File: config.mk
export PLATFORM = sky130hd
export DESIGN_NAME = serial_trigger_cmp
export DESIGN_NICKNAME = d
export VERILOG_FILES = /design/src/rtl/trig_cmp_pkg.sv /design/src/rtl/ser_frontend.sv /design/src/rtl/cfg_bank.sv /design/src/rtl/trig_core.sv /design/src/rtl/serial_trigger_cmp.sv
export SDC_FILE = /design/constraint.sdc
export NUM_CORES = 1
export LEC_CHECK = 0
export BUFFER_PORTS_ARGS = -buffer_cell sky130_fd_sc_hd__buf_2
export CAP_MARGIN = 10
export CORE_UTILIZATION = 56
export CTS_BUF_LIST = sky130_fd_sc_hd__clkbuf_2
export CTS_CLUSTER_DIAMETER = 200
export CTS_CLUSTER_SIZE = 30
export DETAILED_ROUTE_END_ITERATION = 7
export PLACE_DENSITY_LB_ADDON = 0.12
export SYNTH_ARGS = -nofsm -noshare
export SYNTH_HDL_FRONTEND = slang
export SYNTH_HIERARCHICAL = 1
export SYNTH_SLANG_ARGS = --single-unit
File: constraint.sdc
create_clock -name clk -period 1.9 [get_ports clk]
set_clock_uncertainty 0.1 [all_clocks]
set_input_delay 0.095 -clock clk [delete_from_list [all_inputs] [get_ports clk]]
set_output_delay 0.095 -clock clk [all_outputs]
set_load 0.005 [all_outputs]
File: src/rtl/trig_cmp_pkg.sv
package trig_cmp_pkg;
  localparam int MAXW = 32;
  localparam int MAXQ = 8;

  // A bit passes when its don't-care flag is set or it equals the reference bit.
  function automatic logic word_hit(input logic [MAXW-1:0] ref_w,
                                    input logic [MAXW-1:0] dc_w,
                                    input logic [MAXW-1:0] smp_w);
    return &(~(ref_w ^ smp_w) | dc_w);
  endfunction

  // A qualifier passes when it is disabled or sits at its expected level.
  function automatic logic qual_hit(input logic [MAXQ-1:0] en_q,
                                    input logic [MAXQ-1:0] lvl_q,
                                    input logic [MAXQ-1:0] in_q);
    return &(~en_q | ~(lvl_q ^ in_q));
  endfunction
endpackage

File: src/rtl/ser_frontend.sv
module ser_frontend #(
  parameter int FL   = 56,
  parameter int SYNC = 2
) (
  input  logic          clk,
  input  logic          rst_n,
  input  logic          ser_clk,
  input  logic          ser_dat,
  input  logic          ser_load,
  output logic [FL-1:0] frame,
  output logic          frame_full,
  output logic          ser_rise,
  output logic          ser_bit,
  output logic          load_rise
);
  localparam int CW = $clog2(FL + 1);

  logic [SYNC:0]   ck_s;
  logic [SYNC:0]   ld_s;
  logic [SYNC-1:0] dt_s;
  logic [CW-1:0]   bit_cnt;

  always_ff @(posedge clk or negedge rst_n) begin
    if (!rst_n) begin
      ck_s <= '0;
      ld_s <= '0;
      dt_s <= '0;
    end else begin
      ck_s <= {ck_s[SYNC-1:0], ser_clk};
      ld_s <= {ld_s[SYNC-1:0], ser_load};
      dt_s <= {dt_s[SYNC-2:0], ser_dat};
    end
  end

  assign ser_rise  = ck_s[SYNC-1] & ~ck_s[SYNC];
  assign load_rise = ld_s[SYNC-1] & ~ld_s[SYNC];
  assign ser_bit   = dt_s[SYNC-1];
  assign frame_full = (bit_cnt == CW'(FL));

  always_ff @(posedge clk or negedge rst_n) begin
    if (!rst_n) begin
      frame   <= '0;
      bit_cnt <= '0;
    end else begin
      if (ser_rise)
        frame <= {frame[FL-2:0], ser_bit};
      if (load_rise)
        bit_cnt <= '0;
      else if (ser_rise && !frame_full)
        bit_cnt <= bit_cnt + 1'b1;
    end
  end
endmodule

File: src/rtl/cfg_bank.sv
module cfg_bank #(
  parameter int W = 24,
  parameter int Q = 4
) (
  input  logic                 clk,
  input  logic                 rst_n,
  input  logic                 commit,
  input  logic [2*W+2*Q-1:0]   frame,
  output logic [W-1:0]         ref_w,
  output logic [W-1:0]         dc_w,
  output logic [Q-1:0]         qen,
  output logic [Q-1:0]         qlvl
);
  localparam int FL = 2*W + 2*Q;

  always_ff @(posedge clk or negedge rst_n) begin
    if (!rst_n) begin
      ref_w <= '0;
      dc_w  <= '1;
      qen   <= '0;
      qlvl  <= '0;
    end else if (commit) begin
      ref_w <= frame[FL-1 -: W];
      dc_w  <= frame[FL-1-W -: W];
      qen   <= frame[2*Q-1 -: Q];
      qlvl  <= frame[Q-1:0];
    end
  end
endmodule

File: src/rtl/trig_core.sv
module trig_core
  import trig_cmp_pkg::*;
#(
  parameter int W = 24,
  parameter int Q = 4
) (
  input  logic         clk,
  input  logic         rst_n,
  input  logic [W-1:0] ref_w,
  input  logic [W-1:0] dc_w,
  input  logic [Q-1:0] qen,
  input  logic [Q-1:0] qlvl,
  input  logic [W-1:0] sample,
  input  logic [Q-1:0] qual,
  input  logic         arm,
  output logic         trig,
  output logic         armed,
  output logic         match,
  output logic         arm_rise,
  output logic         hit
);
  logic arm_d;

  assign match = word_hit(MAXW'(ref_w), MAXW'(dc_w), MAXW'(sample))
               & qual_hit(MAXQ'(qen), MAXQ'(qlvl), MAXQ'(qual));
  assign arm_rise = arm & ~arm_d;
  assign hit      = armed & match;

  always_ff @(posedge clk or negedge rst_n) begin
    if (!rst_n) begin
      arm_d <= 1'b0;
      armed <= 1'b0;
      trig  <= 1'b0;
    end else begin
      arm_d <= arm;
      trig  <= hit;
      if (hit)
        armed <= 1'b0;
      else if (arm_rise)
        armed <= 1'b1;
    end
  end
endmodule

File: src/rtl/serial_trigger_cmp.sv
module serial_trigger_cmp #(
  parameter int W    = 24,
  parameter int Q    = 4,
  parameter int SYNC = 2
) (
  input  logic         clk,
  input  logic         rst_n,
  input  logic         ser_clk,
  input  logic         ser_dat,
  input  logic         ser_load,
  input  logic [W-1:0] sample,
  input  logic [Q-1:0] qual,
  input  logic         arm,
  output logic         trig
);
  localparam int FL = 2*W + 2*Q;

  logic [FL-1:0] frame;
  logic          frame_full, ser_rise, ser_bit, load_rise, commit;
  logic [W-1:0]  ref_w, dc_w;
  logic [Q-1:0]  qen, qlvl;
  logic          armed, match, arm_rise, hit;

  assign commit = load_rise & frame_full;

  ser_frontend #(.FL(FL), .SYNC(SYNC)) fe_i (
    .clk(clk), .rst_n(rst_n), .ser_clk(ser_clk), .ser_dat(ser_dat),
    .ser_load(ser_load), .frame(frame), .frame_full(frame_full),
    .ser_rise(ser_rise), .ser_bit(ser_bit), .load_rise(load_rise)
  );

  cfg_bank #(.W(W), .Q(Q)) cfg_i (
    .clk(clk), .rst_n(rst_n), .commit(commit), .frame(frame),
    .ref_w(ref_w), .dc_w(dc_w), .qen(qen), .qlvl(qlvl)
  );

  trig_core #(.W(W), .Q(Q)) core_i (
    .clk(clk), .rst_n(rst_n), .ref_w(ref_w), .dc_w(dc_w), .qen(qen),
    .qlvl(qlvl), .sample(sample), .qual(qual), .arm(arm), .trig(trig),
    .armed(armed), .match(match), .arm_rise(arm_rise), .hit(hit)
  );
endmodule

==> key figures <==
Status
  – Status: finished clean

Floorplanning
  – I/O Pins: 35
  – Full die area: 10060 um2
  – Die height: about 100 um
  – Row Count: 35
  – Initial Utilization: 0.5827
  – Core Area: 9284 um2
  – Die width: 100.3 um

Setup path
  – WS Path Type: reg2reg
  – CP max stage cell: dfrtp_1
  – Critical Path RT: 2.34 ns
  – CP bufs+invs: 2
  – Largest stage delay, worst path: 0.42 ns
  – Crit-path cells: inv_2, ha_4, nand4_1, nor2_1, and2_4, buf_12, mux2_2
  – Startpoint types: flip-flop
  – Max FO, Critical Path: 17
  – Top delay family on crit path: simple AND/OR/NAND/NOR gates
  – Critical Path Sink Type: flip-flop
  – CP arrival: 2.30 ns

Timing
  – Max-slew violation count: 0
  – Final worst-path cycle share: 0.9802
  – Crit path time final: ~1.9 ns
  – Final hold vios: 0
  – Hold Slack: 0.2712 ns
  – Final setup vio count: 0
  – Unrepaired setup endpoints after global routing: yes
  – Slew headroom: 0.7219
  – Worst Max-Slew Pin Slew: 0.4171 ns
  – Final WS setup: 0.03769 ns
  – Fmax: 537.0 MHz

Clock network
  – CTS root buf: clkbuf_2
  – Longest Clk Path Bufs: 2
  – # clock sinks: 129
  – CTS tree: built
  – Later-pin clock latency in the skew report: roughly 0.66 ns
  – # H-tree levels: 4
  – TritonCTS buffer count: 17
  – Post-CTS Setup Bufs: 0
  – Clock slew seen by the registers of the worst setup and hold paths: 0.17 ns

Global route
  – Total grt overflow: 0
  – Antenna violations before repair: 0
  – Largest net degree at the start of global routing: 60
  – GRT Total Usage: 0.2359
  – First-pass GRT wire length: 17770 um
  – Number of global-route vias before repair: between 3k and 4k

Synth
  – Mapped Area: 5410 um2
  – Post-Syn Nets: 494
  – Synthesized instance count: 458
  – YS warnings: 6
  – Avg Cell Area, Syn: between 10 and 15 um2

Job
  – Maxcap violations: 0

Place
  – PortBufs: 34
  – Routability cong.: 0.7935
  – Placement Setup Slack: about 0.065 ns
  – Detail Placement HPWL: approximately 6700 um

Power and ir drop
  – Pint: 3.594 mW
  – Switching pwr: 1.235 mW
  – Seq pwr share: 0.601
  – Pwr dens: 744.6 nW/um2
  – Clock share of power: 0.318
  – Power Total: 4.830 mW
  – Switching share of power: 0.2558
  – Combinational share of power: 0.081
  – Worst VDD drop: 687.8 uV
  – Leak pwr: 3.184 nW

Detailed routing
  – DRC: 0
  – Drt pass-1 iters: 4
  – Final WL: about 11000 um
  – Drt wl/cell: 15.64 um
  – Mean number of vias per cell: 5.032
  – ANT nets after route: 0
  – First-iteration detailed-routing DRC count: 126
  – Vias: 3462

Hold path
  – Hold WC Path Type: reg2reg

Layout
  – Leading cell type in the layout, fill and taps excluded: nand2_1
  – Final cell utilization of the core: 0.6987
  – ANT cells: 0
  – Layout cells sized above 1: 0.3005
  – Area Overhead vs Synth: 19.89%
  – Most frequent cells in the layout: nand2_1, dfrtp_1, mux2_4, dlygate4sd3_1, buf_2
  – Final #Nets: 582
-- registers in the layout, summed over array words and instances, names as in the netlist --
signal / flops
cfg_i/qlvl: 4
fe_i/dt_s: 2
core_i/trig: 1
cfg_i/qen: 4
fe_i/bit_cnt: 6
core_i/arm_d: 1
core_i/armed: 1
cfg_i/ref_w: 24
fe_i/ck_s: 3
cfg_i/dc_w: 24
fe_i/frame: 56
fe_i/ld_s: 3
-- stage by stage --
stage               area, um2  instances  TNS (ns)
CTS                      6412        686         0
floorplan                5410        458         0
global route             6486        688   -0.5356
finish                   6486        688         0
global placement         5799        615         0
detailed placement       5799        615         0
-- timing repair --
item	CTS	global route
hold buffers	39	0
setup endpoints to repair	0	40
gates resized for setup	0	7
hold endpoints to repair	135	0
-- layer usage --
| layer | vias up | track usage | routed length, um |
|---|---|---|---|
| li1 | 1674 | - | - |
| met1 | 1717 | 0.3022 | 5034 |
| met2 | 60 | 0.3920 | 5330 |
| met3 | 11 | 0.06476 | 301 |
| met4 | 0 | 0.07469 | 92 |
| met5 | - | 0 | 0 |
-- worst paths after layout --
path | from | to | slack [ns] | cells past startpoint
worst min register to register | fe_i/dt_s[0] | fe_i/dt_s[1] | 0.27 | 0
max in group asynchronous | rst_n | cfg_i/dc_w[8] | 0.92 | 4
min in group asynchronous | rst_n | fe_i/frame[2] | 0.37 | 4
worst max register to register | fe_i/bit_cnt[0] | cfg_i/qlvl[3] | 0.04 | 7
worst min-delay path | fe_i/dt_s[0] | fe_i/dt_s[1] | 0.27 | 0
worst max-delay path | fe_i/bit_cnt[0] | cfg_i/qlvl[3] | 0.04 | 7
-- power groups by stage --
stage	logic [mW]	registers [mW]	clock network, mW
global placement	0.312	2.94	0
global route	0.441	2.92	1.71
detailed placement	0.319	2.95	0
CTS	0.384	2.90	1.59
finish	0.390	2.90	1.54
floorplan	0.153	2.93	0
-- final cells by class --
class	instances	area [um2]
tap	129	161.4
clock inverter	14	122.6
sequential	129	3258
timing repair buffer	89	803.3
clock buffer	18	90.09
multi-input combinational	305	2036
fill	727	2798
inverter	4	15.01
Power figures use the tool's default switching activity.
